==> src/rtl/burst_pkg.sv <==
package burst_pkg;

  typedef enum logic [1:0] {
    RSET_WIDE = 2'b00,
    RSET_MID  = 2'b01,
    RSET_LOW  = 2'b10,
    RSET_ALT  = 2'b11
  } rset_e;

  typedef struct packed {
    logic [7:0] stop_k;
    logic [7:0] start_k;
  } ratio_pair_t;

  // Q0.8 fractions of fmax; unused code folds onto the lowest set
  function automatic ratio_pair_t ratio_of(rset_e sel);
    ratio_pair_t r;
    unique case (sel)
      RSET_WIDE: r = '{stop_k: 8'd224, start_k: 8'd192};
      RSET_MID:  r = '{stop_k: 8'd192, start_k: 8'd160};
      default:   r = '{stop_k: 8'd160, start_k: 8'd128};
    endcase
    return r;
  endfunction

endpackage

==> src/rtl/burst_sense_win.sv <==
module burst_sense_win
  import burst_pkg::*;
#(
  parameter int unsigned WIN_CYC = 25_000_000
) (
  input  logic       clk_i,
  input  logic       rst_ni,
  input  logic       supply_ok_i,
  input  logic [1:0] ratio_sel_i,
  output rset_e      ratio_o,
  output logic       done_o
);

  localparam int unsigned CW = (WIN_CYC > 2) ? $clog2(WIN_CYC) : 1;
  localparam logic [CW-1:0] LAST = CW'(WIN_CYC - 1);

  logic [CW-1:0] cnt_q;
  logic          done_q;
  rset_e         ratio_q;

  always_ff @(posedge clk_i or negedge rst_ni) begin
    if (!rst_ni) begin
      cnt_q   <= '0;
      done_q  <= 1'b0;
      ratio_q <= RSET_WIDE;
    end else if (!supply_ok_i) begin
      cnt_q   <= '0;
      done_q  <= 1'b0;
      ratio_q <= RSET_WIDE;
    end else if (!done_q) begin
      ratio_q <= rset_e'(ratio_sel_i);
      if (cnt_q == LAST) done_q <= 1'b1;
      else               cnt_q  <= cnt_q + 1'b1;
    end
  end

  assign ratio_o = ratio_q;
  assign done_o  = done_q;

endmodule

==> src/rtl/burst_thresh.sv <==
module burst_thresh
  import burst_pkg::*;
#(
  parameter int unsigned W = 12
) (
  input  logic [W-1:0] fmax_i,
  input  rset_e        ratio_i,
  output logic [W-1:0] stop_thr_o,
  output logic [W-1:0] start_thr_o
);

  localparam int unsigned PW = W + 8;

  ratio_pair_t     pair;
  logic [7:0]      k   [2];
  logic [W-1:0]    thr [2];

  assign pair = ratio_of(ratio_i);
  assign k[0] = pair.stop_k;
  assign k[1] = pair.start_k;

  for (genvar g = 0; g < 2; g++) begin : g_thr
    logic [PW-1:0] prod;
    assign prod   = PW'(fmax_i) * PW'(k[g]);
    assign thr[g] = W'(prod >> 8);
  end

  assign stop_thr_o  = thr[0];
  assign start_thr_o = thr[1];

endmodule

==> src/rtl/burst_hyst.sv <==
module burst_hyst #(
  parameter int unsigned W = 12
) (
  input  logic         clk_i,
  input  logic         rst_ni,
  input  logic         supply_ok_i,
  input  logic         armed_i,
  input  logic [W-1:0] cmd_i,
  input  logic [W-1:0] stop_thr_i,
  input  logic [W-1:0] start_thr_i,
  output logic         en_o
);

  logic en_q;

  always_ff @(posedge clk_i or negedge rst_ni) begin
    if (!rst_ni)                         en_q <= 1'b0;
    else if (!supply_ok_i || !armed_i)   en_q <= 1'b0;
    else if (en_q && cmd_i > stop_thr_i) en_q <= 1'b0;
    else if (!en_q && cmd_i < start_thr_i) en_q <= 1'b1;
  end

  assign en_o = en_q;

endmodule

==> src/rtl/burst_gate.sv <==
module burst_gate
  import burst_pkg::*;
#(
  parameter int unsigned W       = 12,
  parameter int unsigned WIN_CYC = 25_000_000
) (
  input  logic         clk_i,
  input  logic         rst_ni,
  input  logic         supply_ok_i,
  input  logic [W-1:0] freq_cmd_i,
  input  logic [W-1:0] fmax_i,
  input  logic [1:0]   ratio_sel_i,
  output logic         sw_en_o
);

  rset_e        ratio_q;
  logic         win_done;
  logic [W-1:0] stop_thr;
  logic [W-1:0] start_thr;

  burst_sense_win #(.WIN_CYC(WIN_CYC)) u_win (
    .clk_i       (clk_i),
    .rst_ni      (rst_ni),
    .supply_ok_i (supply_ok_i),
    .ratio_sel_i (ratio_sel_i),
    .ratio_o     (ratio_q),
    .done_o      (win_done)
  );

  burst_thresh #(.W(W)) u_thr (
    .fmax_i      (fmax_i),
    .ratio_i     (ratio_q),
    .stop_thr_o  (stop_thr),
    .start_thr_o (start_thr)
  );

  burst_hyst #(.W(W)) u_hyst (
    .clk_i       (clk_i),
    .rst_ni      (rst_ni),
    .supply_ok_i (supply_ok_i),
    .armed_i     (win_done),
    .cmd_i       (freq_cmd_i),
    .stop_thr_i  (stop_thr),
    .start_thr_i (start_thr),
    .en_o        (sw_en_o)
  );

endmodule

==> config.mk <==
export PLATFORM = sky130hd
export DESIGN_NAME = burst_gate
export DESIGN_NICKNAME = d
export VERILOG_FILES = /design/src/rtl/burst_pkg.sv /design/src/rtl/burst_sense_win.sv /design/src/rtl/burst_thresh.sv /design/src/rtl/burst_hyst.sv /design/src/rtl/burst_gate.sv
export SDC_FILE = /design/constraint.sdc
export NUM_CORES = 1
export LEC_CHECK = 0
export ABC_AREA = 1
export BUFFER_PORTS_ARGS = -buffer_cell sky130_fd_sc_hd__buf_2
export CAP_MARGIN = 10
export CORE_AREA = 2 2 116 146
export CTS_CLUSTER_SIZE = 14
export DETAILED_ROUTE_END_ITERATION = 10
export DIE_AREA = 0 0 118 148
export GPL_ROUTABILITY_DRIVEN = 0
export PLACE_DENSITY_LB_ADDON = 0.05
export SLEW_MARGIN = 20
export SYNTH_ARGS = -nofsm -noshare
export SYNTH_HDL_FRONTEND = slang
export SYNTH_SLANG_ARGS = --single-unit
==> constraint.sdc <==
create_clock -name clk_i -period 11.2 [get_ports clk_i]
set_clock_uncertainty 0.15 [all_clocks]
set_input_delay 0.56 -clock clk_i [delete_from_list [all_inputs] [get_ports clk_i]]
set_output_delay 0.56 -clock clk_i [all_outputs]
set_load 0.05 [all_outputs]
======== After elaboration in Yosys (flattened, before gate mapping) ========
Cells that the tools add are included.
word-level totals
  register bits after elaboration ......... 29
  bits of input ports ..................... 29
  word-level logic and storage cells ...... 34
operators by class
  add/subtract/negate cells ............... 1
  $mul .................................... 2
  $lt $le $gt $ge ......................... 2
  equal/unequal tests ..................... 4
  muxes and demuxes ....................... 12
  reduce and logical (&&, ||, !) cells .... 9
operators by type and width
  cell                   number
  $mux 25                3
  $mul 12x8->20          2
  $pmux 15 s2            1
  $add 25x1->25 const B  1
  $eq 25x25->1 const B   1
  $gt 12x12->1           1
  $lt 12x12->1           1
  $mux 1                 6
  $mux 2                 2
  $ne 2x2->1 const B     2
  $logic_not 1->1        3
  $reduce_bool 3->1      1
  $eq 2x1->1 const B     1
  $logic_and 1x1->1      2
  $logic_not 2->1        1
  $reduce_and 2->1       1
  $logic_or 1x1->1       1

======== Longest topological paths before layout ========
Gate-level depths: netlist of run 1.
  depth after elaboration ................. 8
  depth in mapped cells ................... 28

======== Hierarchy ========
From an unflattened synthesis of run 1, not the netlist that was laid out.
unflattened totals
  cells, all modules ...................... 672
  area total of the unflattened synthesis .. 4922.2 um2
by module, submodules not included
  module           instances  cells each  area each (um2)  seq. area each (um2)
  burst_thresh     1          317         2413.6           0.0
  burst_sense_win  1          236         1789.2           700.7
  burst_hyst       1          119         719.4            25.0

======== Worst setup path after synthesis of run 1 ========
Ideal clock, no wire load.
  path kind ............................... register to register
  start point ............................. register u_win.ratio_q[1], in the netlist u_win.ratio_o[1]
  end point ............................... register u_hyst.en_q, in the netlist u_hyst.en_o
  library setup time ...................... 77 ps
  arrival time ............................ 4553 ps
  data required time ...................... 10973 ps
  slack ................................... 6419 ps
  cell stages (with the launch flop) ...... 27
  path buffers ............................ 1
  period minus slack after synthesis ...... 4781 ps
  path through ............................ dfrtp_1 > clkbuf_1 > nor2_1 > clkinv_1 > nand2_1 > fa_1 > inv_1 > ha_1 > ha_1 > ha_1 > ha_1 > inv_1 > fa_1 > o21ai_0 > nand4_1 > nand3_1 > xor2_1 > ha_1 > nand2_1 > inv_1 > nand2_1 > nor2_1 > nand2_1 > nand3_1 > nand2_1 > nand2_1 > a21oi_1
on the way
  word-level cells in the longest chain between the ends .. 7
RTL lines
  item                                                  line                   RTL
  start, declared                                       burst_sense_win.sv:19  rset_e ratio_q;
  start signal, assigned                                burst_sense_win.sv:31  ratio_q <= rset_e'(ratio_sel_i);
  $eq 2x1->1 / $logic_not 2->1 (equally long branches)  burst_pkg.sv:18        unique case (sel)
  $pmux 15 s2 (*)                                       burst_pkg.sv:18
  $mul 12x8->20                                         burst_thresh.sv:24     assign prod = PW'(fmax_i) * PW'(k[g]);
  $gt 12x12->1                                          burst_hyst.sv:19       else if (en_q && cmd_i > stop_thr_i) en_q <= 1'b0;
  $logic_and 1x1->1                                     burst_hyst.sv:19
  $mux 1                                                burst_hyst.sv:19
  $mux 1                                                burst_hyst.sv:18       else if (!supply_ok_i || !armed_i) en_q <= 1'b0;
  end signal, assigned                                  burst_hyst.sv:18
  end signal, assigned                                  burst_hyst.sv:19
  end signal, assigned                                  burst_hyst.sv:20       else if (!en_q && cmd_i < start_thr_i) en_q <= 1'b1;
  end, declared                                         burst_hyst.sv:14       logic en_q;
Mark *: on every way between the ends. The rest lies on a longest branch, timed or not.
A chain may end at the register's enable or synchronous reset.

======== Final worst setup path of run 1 ========
Ends and elaborated chain as after synthesis.

==> summary.log, run 1 <==
[run_status] status complete, no violations
[timing] Total Negative Setup Slacks 0 ns
[drt] number of nets with antenna violations after detailed routing 0
[final_layout] Layout Cell Area excl Fill 5250 µm²
[floorplan] I/O pin cnt 30
[placed_design] placed insts 883
[timing] RSZ-0062 raised after global routing no
[final_layout] footprint of the flip-flops and latches 726 µm²
[clock_tree] CTS sink cnt 29
[placed_design] total cell area at the placement stage 5110 µm²
[pwr] sequential group share of total power 18.8%
[timing] post-layout worst setup margin 5.96 ns
[synth] proportion of synthesized area in mux cells 0%
[final_layout] Post-Layout Cell Count 891
[global_route] antenna violations before repair 1
[global_route] number of global-route vias before repair 4287
[clock_tree] post-CTS setup repair buffer count 0
[pwr] worst ir drop on vdd 0.0627 mV
[synth] compound-cell area share of the yosys netlist 6.78%
[synth] Post-Synthesis Cell Area 4760 µm²
[timing] transition time at the pin with the least slew margin 0.753 ns
[synth] synthesized instance count 646
[pwr] Sw Share 44.0%
[placed_design] count of buffers inserted at the top-level ports 29
[global_route] largest net degree at the start of global routing 37
[synth] combinational family with the most area after synthesis adder cells
[floorplan] starting utilization of the core area 29.6%
[worst_setup_path] crit end category register
[clock_tree] TritonCTS clock tree yes
[pwr] static leakage power 2.76 nW
[timing] worst slew slack as a fraction of its limit 49.8%
[global_route] grt total ovfl 0
[final_layout] final-stage net count 831
[drt] post-DR wirelength/cell 15.0 µm
[pwr] combinational share of power 58.1%
[floorplan] # rows 52
[pwr] Power Dens Cells 110 nW/µm²
[clock_tree] clock root buffer clkbuf_16
[final_layout] antenna diode instance count 0
[clock_tree] Resized cells post-CTS 0
[floorplan] Die X-Extent 118 µm
[global_route] global-route wire length before repair 21.6 mm
[synth] number of library cell types mapped by synthesis 31
[floorplan] Die ar. 17500 µm²
[synth] average size of a mapped cell 7.37 µm²
[global_route] Overall Global Routing Usage 15.8%
[worst_setup_path] crit start category register
[floorplan] Die Y-Extent 148 µm
[floorplan] floorplan core area 16100 µm²
[flow_run] max_cap viols 0
[worst_setup_path] worst setup path category reg -> reg
[timing] Slew Limit Fails 0
[synth] Syn Nets 803
[synth] area fraction in and, or, nand and nor cells after synthesis 27.7%
[timing] Final Hold Fails 0
[timing] fin crit share 46.8%
[synth] adder-cell share of the synthesized area 37.4%
[final_layout] Filler Cell Count 1796
[synth] Synth Area in XOR/XNOR 4.60%
[worst_setup_path] data required time at the worst endpoint 11.25 ns
[timing] final period demand of the worst path 5.24 ns
[pwr] power share of the clock group 23.1%
[worst_setup_path] worst-path maximum fanout 10
[pwr] switching power 0.253 mW
[placed_design] HPWL reported at the end of detailed placement 11.4 mm
[drt] wire length after detailed routing 13.3 mm
[drt] number of detailed-route iterations in the first pass 5
[placed_design] dpl ws 5.92 ns
[pwr] internal power 0.322 mW
[synth] Syn. warnings 0
[final_layout] multi-input combinational cell area 3640 µm²
[synth] Yosys reg bits 29
[drt] residual DRC count 0
[drt] number of design-rule violations left by the first detailed-router iteration 184
[clock_tree] # H-tree levels 2
[timing] final count of negative-setup-slack endpoints 0
[clock_tree] later-pin clock latency in the skew report 0.28 ns
[clock_tree] Num CTS Buffers 5
[drt] vias after detailed routing 4156
[clock_tree] Longest Clk Path Bufs 2
[clock_tree] hold buffer count at CTS 0
[timing] Fmax achieved 191 MHz
[clock_tree] clock transition at the register clock pins on the worst setup and hold paths after CTS 0.05 ns
[final_layout] area growth from synthesis to final layout 10.3%
[final_layout] share of final-layout standard cells stronger than drive strength 1 6.52%
[min_path] worst hold-check path type in -> async
[synth] share of synthesized area occupied by flip-flops and latches 15.2%
[worst_setup_path] Data arrival, critical path 5.30 ns
[drt] post-detailed-route via-to-cell ratio 4.66
-- cell families after synthesis --
| family | Yosys count |
|---|---|
| AOI/OAI and AO/OA | 58 |
| xor gates and xnor gates | 25 |
| adders and majority gates | 128 |
| buffers and inverters | 93 |
| DFF | 29 |
| other | 1 |
| and+or+nand+nor | 312 |
-- cell usage in the layout (no fill, tap or decap), types with 6 or more instances in the layout --
cell / instances
a21oi_1: 21
buf_2: 29
dfrtp_1: 29
fa_1: 24
ha_1: 104
inv_1: 83
nand2_1: 158
nand3_1: 50
nand3b_1: 6
nand4_1: 8
nor2_1: 79
o21ai_0: 21
o21bai_1: 6
xor2_1: 20
-- power groups by stage --
| stage | Clock (mW) | Sequential (mW) | Combinational [mW] |
|---|---|---|---|
| 3_3_place_gp | 0 | 0.110 | 0.339 |
| 6_report | 0.133 | 0.108 | 0.334 |
| 3_5_place_dp | 0 | 0.110 | 0.342 |
| 5_1_grt | 0.143 | 0.108 | 0.390 |
| 4_1_cts | 0.139 | 0.108 | 0.345 |
| 2_1_floorplan | 0 | 0.109 | 0.240 |
-- worst max-delay path, stage by stage, from the launching register on --
cell and delay (ns):
dfrtp_1 0.47, nor2_1 0.44, clkinv_1 0.40, nand2_1 0.17, fa_1 0.41, inv_1 0.07, ha_1 0.23, ha_1 0.30
ha_1 0.28, ha_1 0.18, inv_1 0.08, fa_1 0.39, o21ai_0 0.36, nand4_1 0.13, nand3_1 0.11, xor2_1 0.16
ha_1 0.24, nand2_1 0.08, inv_1 0.04, nand2_1 0.06, nor2_1 0.06, nand2_1 0.06, nand3_1 0.06, nand2_1 0.06
nand2_1 0.05, a21oi_1 0.12
-- synth_stat cells --
library cell  number  area, µm²
clkinv_4           1       8.76
nor2_4             2       22.5
o21ai_0           21        105
conb_1             1       3.75
fa_1              24        480
nand3b_1           6       45.0
clkbuf_1           1       3.75
nor2_1            79        297
inv_1             83        312
ha_1             104       1300
buf_6              3       33.8
xor2_1            20        175
a21boi_0           2       15.0
buf_2              2       10.0
a21o_1             5       37.5
nor3_1             3       15.0
clkinv_1           1       3.75
dfrtp_1           29        726
nor2_2             2       12.5
nand3_2            2       20.0
a21oi_1           21        105
clkbuf_8           1       13.8
buf_1              1       3.75
or2_2              1       6.26
xnor2_1            5       43.8
nand2_1          158        593
o21bai_1           6       45.0
nand3_1           50        250
o21ai_1            3       15.0
nand4_1            8       50.1
and3_1             1       6.26
-- sequential cells by signal, summed over array words and instances (netlist names) --
register and flops:
u_win.done_o 1, u_hyst.en_o 1, u_win.ratio_o 2, u_win.cnt_q 25
-- layer usage --
metal	wire (µm)	global-route usage [%]	share of wire, %
met1	5150	16.3	39
met2	7740	33.4	58
met3	266	1.74	2.0
met4	176	3.55	1.3
met5	13	0	0.097
-- worst paths after layout --
kind / start / end / slack [ns] / depth (start not counted)
min in group clk_i: ratio_sel_i[0] / u_win.ratio_o[0]$_DFFE_PN0P_ / 0.38 / 3
max in group asynchronous: rst_ni / u_win.cnt_q[1]$_DFFE_PN0P_ / 10.22 / 1
max reg2reg: u_win.ratio_o[1]$_DFFE_PN0P_ / u_hyst.en_o$_DFFE_PN0P_ / 5.96 / 25
max: u_win.ratio_o[1]$_DFFE_PN0P_ / u_hyst.en_o$_DFFE_PN0P_ / 5.96 / 25
min: rst_ni / u_win.cnt_q[12]$_DFFE_PN0P_ / 0.19 / 1
min reg2reg: u_win.cnt_q[1]$_DFFE_PN0P_ / u_win.cnt_q[1]$_DFFE_PN0P_ / 0.39 / 2
-- cell type report --
type / count / share of cell area [%]
Timing Repair Buffer: 29 / 2.77
Multi-Input combinational cell: 524 / 69.4
Tap cell: 216 / 5.15
Sequential cell: 29 / 13.8
Clock buffer: 6 / 2.46
Inverter: 85 / 6.17
Clock inverter: 2 / 0.191
-- through the flow --
| stage | power (mW) | hold WS [ns] | util [%] |
|---|---|---|---|
| after floorplan | 0.349 | 0.114 | - |
| after global placement | 0.449 | 0.381 | 31.8 |
| after detailed placement | 0.452 | 0.381 | 31.8 |
| after CTS | 0.592 | 0.226 | 32.7 |
| after global routing | 0.641 | 0.257 | 32.7 |
| final | 0.575 | 0.192 | 32.7 |
No activity file was read; power rests on OpenSTA's default activity.
==> inputs of run 2 (changes only) <==
- clock period: 11.2 -> 5.01 ns (I/O delays scaled with it)
==> run 2 against run 1 <==
Net effect:
- die area did not move
- register-to-register slack got worse by 5.6 ns
- routed wire length fell by 6.3%
- hold slack got worse by 0.13 ns
- first-iteration DRC count fell by 42%
- clock power rose by 120%
- global-route usage fell by 0.88 points
- clock-buffer cell count rose by 2
- worst setup slack got worse by 5.6 ns
- cell count rose by 0.79%
- critical path depth fell by 3
- critical path type unchanged
- critical endpoint unchanged
==> summary.log, run 2 (same netlist as run 1, synthesis figures left out) <==
[worst_setup_path] startpoint of the worst setup timing path u_win.ratio_o[1]$_DFFE_PN0P_
[clock_tree] TritonCTS clock tree yes
[clock_tree] Longest Clk Path Bufs 2 [unchanged]
[global_route] Overall Global Routing Usage 14.9% [-0.88 points]
[clock_tree] post-CTS setup repair buffer count 0 [unchanged]
[drt] wire length after detailed routing 12.5 mm [-6.3%]
[timing] Fmax achieved 215 MHz [+13%]
[global_route] antenna violations before repair 2 [+1]
[placed_design] HPWL reported at the end of detailed placement 10.6 mm [-6.5%]
[worst_setup_path] buffering stage count on the worst path with inverters included 4 [unchanged]
[worst_setup_path] cell family with most CP delay adder cells
[worst_setup_path] data required time at the worst endpoint 5.06 ns [-6.19 ns]
[global_route] met2 capacity usage during global routing 31.4% [-2.0 points]
[worst_setup_path] crit end category register
[pwr] worst ir drop on vdd 0.124 mV [+98%]
[pwr] static leakage power 2.78 nW [+1.0%]
[timing] worst slew slack as a fraction of its limit 51.3% [+1.5 points]
[drt] number of detailed-route iterations in the first pass 6 [+1]
[final_layout] Filler Cell Count 1789 [-0.39%]
[global_route] grt total ovfl 0 [unchanged]
[worst_setup_path] most used cell, CP ha_1
[min_path] source of the worst hold timing path ratio_sel_i[0]
[worst_setup_path] crit start category register
[worst_setup_path] worst setup path category reg -> reg
[floorplan] # rows 52 [unchanged]
[global_route] global-route wire length before repair 20.7 mm [-4.2%]
[clock_tree] clock root buffer clkbuf_16
[worst_setup_path] ordered cell list for the critical path buf_4 -> inv_1 -> nand2_1 -> nor2_1 -> fa_1 -> ha_1 -> ha_1 -> ha_1 -> inv_1 -> fa_1 -> o21ai_1 -> nand4_1 -> nand3_1 -> xor2_2 -> ha_1 -> nand2_1 -> inv_1 -> nand3_1 -> a21oi_1 -> nor2_1 -> nand3_1 -> a21oi_1
[timing] final count of negative-setup-slack endpoints 0 [unchanged]
[final_layout] footprint of the flip-flops and latches 726 µm² [unchanged]
[drt] residual DRC count 0 [unchanged]
[floorplan] floorplan core area 16100 µm² [unchanged]
[drt] post-DR wirelength/cell 13.9 µm [-7.1%]
[floorplan] Die Y-Extent 148 µm [unchanged]
[pwr] Power Dens Cells 239 nW/µm² [+120%]
[final_layout] area growth from synthesis to final layout 11.6%
[run_status] status complete, no violations
[worst_setup_path] Data arrival, critical path 4.71 ns [-0.59 ns]
[timing] Slew Limit Fails 0 [unchanged]
[worst_setup_path] launching point of the worst reg2reg path u_win.ratio_o[1]$_DFFE_PN0P_
[final_layout] highest-count cells in the layout ignoring fill and taps 157 x nand2_1, 104 x ha_1, 83 x inv_1
[final_layout] most common cell after layout, fill and taps aside nand2_1
[global_route] global routing usage on met1 15.1% [-1.2 points]
[timing] Final Hold Fails 0 [unchanged]
[placed_design] total cell area at the placement stage 5150 µm² [+0.73%]
[global_route] largest net degree at the start of global routing 37 [unchanged]
[final_layout] Largest register FFs 25 [unchanged]
[final_layout] largest reg by FF count u_win.cnt_q
[placed_design] count of buffers inserted at the top-level ports 29 [unchanged]
[floorplan] Die X-Extent 118 µm [unchanged]
[clock_tree] CTS sink cnt 29 [unchanged]
[floorplan] I/O pin cnt 30 [unchanged]
[drt] post-detailed-route via-to-cell ratio 4.61 [-1.2%]
[global_route] layer with the highest usage after global routing met2
[min_path] worst hold-check path type in -> reg
[worst_setup_path] worst-path maximum fanout 9 [-1]
[drt] number of nets with antenna violations after detailed routing 0 [unchanged]
[drt] vias after detailed routing 4138 [-0.43%]
[final_layout] share of final-layout standard cells stronger than drive strength 1 7.64% [+1.1 points]
[clock_tree] Num CTS Buffers 5 [unchanged]
[timing] Total Negative Setup Slacks 0 ns [unchanged]
[timing] RSZ-0062 raised after global routing no
[global_route] number of global-route vias before repair 4235 [-1.2%]
[final_layout] multi-input combinational cell area 3660 µm² [+0.48%]
[timing] transition time at the pin with the least slew margin 0.731 ns [-0.0225 ns]
[clock_tree] # H-tree levels 2 [unchanged]
[clock_tree] later-pin clock latency in the skew report 0.28 ns [about the same]
[timing] fin crit share 93.0% [+46 points]
[drt] number of design-rule violations left by the first detailed-router iteration 107 [-42%]
[worst_setup_path] cell at the slowest stage of the critical path fa_1
[worst_setup_path] longest individual stage delay on the worst path 0.46 ns [about the same]
[timing] final period demand of the worst path 4.66 ns [-0.584 ns]
[floorplan] Die ar. 17500 µm² [unchanged]
[flow_run] max_cap viols 0 [unchanged]
[final_layout] final-stage net count 837 [+0.72%]
[final_layout] Layout Cell Area excl Fill 5310 µm² [+1.2%]
[floorplan] starting utilization of the core area 29.6% [unchanged]
[global_route] met3 global-route usage 1.66% [-0.077 points]
[clock_tree] clock transition at the register clock pins on the worst setup and hold paths after CTS 0.05 ns [about the same]
## run 2: path summary, 6_finish.rpt
check	to	slack, ns	depth (start not counted)
setup / recovery	u_hyst.en_o$_DFFE_PN0P_	0.35	22
hold / removal	u_win.ratio_o[0]$_DFFE_PN0P_	0.06	3
setup reg to reg	u_hyst.en_o$_DFFE_PN0P_	0.35	22
hold reg to reg	u_win.cnt_q[1]$_DFFE_PN0P_	0.38	2
max in group asynchronous	u_win.cnt_q[1]$_DFFE_PN0P_	3.82	2
min in group asynchronous	u_win.cnt_q[24]$_DFFE_PN0P_	0.42	2
## run 2: report_power, final
part | internal, mW | leakage, nW | switching (mW)
clock | 0.184 | 0.0652 | 0.106
combinational | 0.301 | 2.32 | 0.438
sequential | 0.237 | 0.401 | 0.00351
## run 2: final cells by class
cell class	instances	share of cell area, %
diodes	1	0.0471
clock buffers	8	2.57
inverters	85	6.10
multi-input cells	524	68.9
flip-flops and latches	29	13.7
well taps	216	5.09
repair buffers	35	3.63
## run 2: layer usage
layer | vias to the layer above | wire length (µm)
met4 | 2 | 227
met2 | 47 | 7320
met5 | - | 16
li1 | 2166 | -
met3 | 14 | 281
met1 | 1909 | 4650
## run 2: timing repair
item / 4_1_cts / 5_1_grt
endpoints found under the setup margin: 0 / 1
hold endpoints to repair: 29 / 0
resized for setup: 0 / 7
hold buffers: 1 / 0
## run 2: stage by stage
step / std cells / power, mW / hold WS (ns) / util (%) / setup WS (ns)
final: 898 / 1.27 / 0.0627 / 33.1 / 0.350
after global routing: 897 / 1.42 / 0.0778 / 33.1 / 0.00633
after CTS: 897 / 1.30 / 0.0643 / 32.9 / 0.106
after detailed placement: 888 / 0.998 / 0.211 / 32.0 / 0.147
after global placement: 888 / 1.00 / 0.210 / 32.0 / 0.131
after floorplan: 646 / 0.780 / -0.195 / - / 0.229
## run 2: tightest hold or removal path: stages
cell and delay [ns]:
buf_2 0.08, nand3_1 0.06, o21ai_0 0.06
==> inputs of run 3 (changes only) <==
- ABC_AREA: 1 -> not set
- CORE_AREA: 2 2 116 146 -> 2 2 113 142
- DIE_AREA: 0 0 118 148 -> 0 0 115 144
- clock period: 5.01 -> 5.2 ns (I/O delays scaled with it)
==> run 3 against run 2 <==
Net effect:
- via count is 12% lower
- highest routed layer is now met4
- die area decreased by 5.2%
- cell count is 22% lower
- hold slack gained 0.040 ns
- sequential share of layout area grew 0.84 points
- synthesized cell count is 25% lower
- critical endpoint unchanged
==> summary.log, run 3 <==
[run_status] status complete, no violations
[synth] share of the synthesized area in the top cell type 29.1% [+1.8 points]
[synth] cell with the most instances after synthesis ha_1
[placed_design] dpl ws 0.143 ns [-0.00361 ns]
[pwr] Tot Pwr 1.20 mW [-5.8%]
[timing] Total Negative Setup Slacks 0 ns [unchanged]
[timing] final count of negative-setup-slack endpoints 0 [unchanged]
[synth] most frequent cells after synthesis 104 x ha_1, 29 x dfrtp_1, 28 x inv_1, 24 x fa_1, 23 x nor2_1
[floorplan] floorplan core area 15300 µm² [-4.7%]
[worst_setup_path] worst-path maximum fanout 8 [-1]
[clock_tree] # H-tree levels 2 [unchanged]
[worst_setup_path] crit end category register
[clock_tree] TritonCTS clock tree yes
[timing] Fmax achieved 203 MHz [-5.6%]
[clock_tree] clock transition at the register clock pins on the worst setup and hold paths after CTS 0.05 ns [about the same]
[clock_tree] CTS sink cnt 29 [unchanged]
[floorplan] I/O pin cnt 30 [unchanged]
[worst_setup_path] data required time at the worst endpoint 5.18 ns [+0.12 ns]
[final_layout] highest-count cells in the layout ignoring fill and taps 104 x ha_1, 29 x buf_2, 28 x dfrtp_1
[floorplan] Die ar. 16600 µm² [-5.2%]
[placed_design] count of buffers inserted at the top-level ports 29 [unchanged]
[timing] fin crit share 94.9% [+1.9 points]
[floorplan] Die X-Extent 115 µm [-2.5%]
[final_layout] largest reg by FF count u_win.cnt_q
[synth] EDFF count, synth 0 [unchanged]
[drt] vias after detailed routing 3622 [-12%]
[floorplan] # rows 51 [-1.9%]
[drt] residual DRC count 0 [unchanged]
[synth] Main synth FF type dfrtp_1
[flow_run] max_cap viols 0 [unchanged]
[timing] RSZ-0062 raised after global routing no
[min_path] worst hold-check path type in -> reg
[drt] number of nets with antenna violations after detailed routing 0 [unchanged]
[pwr] Power Dens Cells 239 nW/µm² [-0.21%]
[final_layout] Filler Cell Count 1661 [-7.2%]
[synth] Syn Nets 639 [-20%]
[synth] top cells by area, synth ha_1 29%, dfrtp_1 16%, fa_1 11%
[global_route] largest net degree at the start of global routing 38 [+2.7%]
[synth] average size of a mapped cell 9.27 µm² [+26%]
[worst_setup_path] crit start category register
[global_route] grt total ovfl 0 [unchanged]
[final_layout] most common cell after layout, fill and taps aside ha_1
[synth] library cell with the largest summed area after synthesis ha_1
[timing] Final Hold Fails 0 [unchanged]
[synth] share of synthesized area occupied by flip-flops and latches 16.2% [+0.99 points]
[synth] Syn. warnings 0 [unchanged]
[timing] Slew Limit Fails 0 [unchanged]
[synth] Yosys reg bits 29 [unchanged]
[final_layout] final-stage net count 669 [-20%]
[pwr] worst ir drop on vdd 0.138 mV [+11%]
[drt] post-DR wirelength/cell 15.8 µm [+14%]
[drt] number of design-rule violations left by the first detailed-router iteration 142 [+33%]
[worst_setup_path] worst setup path category reg -> reg
[clock_tree] clock root buffer clkbuf_16
[global_route] Overall Global Routing Usage 13.9% [-1.0 points]
[pwr] static leakage power 2.39 nW [-14%]
[final_layout] Finished Core Util 32.7% [-0.32 points]
[worst_setup_path] worst-case register-to-register setup slack 0.26 ns [-0.09 ns]
[final_layout] area growth from synthesis to final layout 12.2%
[synth] synthesized instance count 482 [-25%]
[timing] transition time at the pin with the least slew margin 0.771 ns [+0.0401 ns]
[timing] final period demand of the worst path 4.94 ns [+0.276 ns]
[drt] post-detailed-route via-to-cell ratio 5.18 [+12%]
[final_layout] share of final-layout standard cells stronger than drive strength 1 11.9% [+4.3 points]
[global_route] global-route wire length before repair 17.9 mm [-14%]
[synth] Post-Synthesis Cell Area 4470 µm² [-6.1%]
[clock_tree] Longest Clk Path Bufs 2 [unchanged]
[drt] number of detailed-route iterations in the first pass 4 [-2]
[timing] post-layout worst setup margin 0.264 ns [-0.0857 ns]
[global_route] number of global-route vias before repair 3670 [-13%]
[final_layout] Largest register FFs 25 [unchanged]
[timing] worst slew slack as a fraction of its limit 48.6% [-2.7 points]
[synth] post-synthesis async set-or-reset flop share 100% [unchanged]
[global_route] antenna violations before repair 1 [-1]
[drt] wire length after detailed routing 11.1 mm [-11%]
[floorplan] Die Y-Extent 144 µm [-2.7%]
[worst_setup_path] Data arrival, critical path 4.92 ns [+0.21 ns]
[placed_design] HPWL reported at the end of detailed placement 9.26 mm [-13%]
[floorplan] starting utilization of the core area 29.2% [-0.43 points]
[clock_tree] later-pin clock latency in the skew report 0.28 ns [about the same]
[synth] number of library cell types mapped by synthesis 53 [+71%]
[clock_tree] Num CTS Buffers 5 [unchanged]
run 3: changes by cell type after synthesis, sizes merged, moves of 8 or more:
cell,before,now
and3,1,9
or4,0,9
or3,0,12
a21oi,21,11
a21boi,2,16
o31ai,0,10
nand2b,0,10
nor2b,0,15
inv,83,28
nand2,158,19
nand3,52,20
and2,0,21
nor3,3,11
nor2,83,23
run 3: what timing repair did:
item	in CTS	in global routing
endpoints found under the setup margin	0	1
resized for setup	0	7
buffers inserted	0	2
hold buffers	1	0
endpoints found under the hold margin	29	0
run 3: worst paths after layout:
kind                                               from                           end  depth (start not counted)
hold reg to reg              u_win.cnt_q[4]$_DFFE_PN0P_    u_win.cnt_q[4]$_DFFE_PN0P_                          2
hold / removal                           ratio_sel_i[1]  u_win.ratio_o[1]$_DFFE_PN0P_                          3
setup / recovery           u_win.ratio_o[1]$_DFFE_PN0P_       u_hyst.en_o$_DFFE_PN0P_                         18
min in group asynchronous                        rst_ni    u_win.cnt_q[2]$_DFFE_PN0P_                          2
max in group asynchronous                        rst_ni  u_win.ratio_o[1]$_DFFE_PN0P_                          2
setup reg to reg           u_win.ratio_o[1]$_DFFE_PN0P_       u_hyst.en_o$_DFFE_PN0P_                         18
run 3: critical path: stages (launching register included):
cell,delay (ns)
dfrtp_2,0.43
buf_4,0.18
nor2b_1,0.22
fa_1,0.47
ha_1,0.31
ha_1,0.30
ha_1,0.30
ha_1,0.35
nand3_1,0.10
o211ai_1,0.10
or4_1,0.44
a2111o_1,0.38
o211ai_1,0.13
ha_1,0.29
nand4_1,0.16
nor4_2,0.08
a211o_1,0.24
a21oi_1,0.11
a21oi_1,0.07
run 3: final cells by class:
cell class	instances	area (µm²)	share of cell area (%)
multi-input cells	410	3590	71.6
flip-flops and latches	29	727	14.5
well taps	185	231	4.62
repair buffers	38	215	4.29
clock buffers	6	129	2.57
inverters	28	109	2.17
clock inverters	2	10.0	0.200
diodes	1	2.50	0.0499
run 3: logic make-up (layout without fill, tap and decap cells):
kind of cell	count (synthesis)	count (layout)	synth area share, %
fa+ha+maj	128	128	39.9
other cells	1	2	0.0839
xor+xnor	18	18	3.53
compound gates	82	82	12.2
buf+inv	43	74	4.06
simple gates	178	178	23.3
mux	3	3	0.672
flops	29	29	16.2
run 3: stage by stage:
| step | std cells | hold WS (ns) | area, µm² |
|---|---|---|---|
| global route | 698 | 0.126 | 5010 |
| finish | 699 | 0.103 | 5010 |
| global placement | 687 | 0.223 | 4820 |
| CTS | 696 | 0.103 | 4970 |
| detailed placement | 687 | 0.229 | 4820 |
| floorplan | 482 | -0.186 | 4470 |
run 3: routing by layer:
metal	wire [µm]	up-vias	global-route usage, %
met3	249	9	1.63
met4	151	0	3.42
li1	-	1825	-
met5	0	-	0
met1	4220	1753	14.8
met2	6440	35	28.4
run 3: power by group:
group	internal, mW	switching, mW	total, mW	leakage, nW
combinational	0.299	0.381	0.680	1.92
sequential	0.229	0.00384	0.232	0.399
clock	0.176	0.108	0.283	0.0706
total	0.703	0.493	1.20	2.39
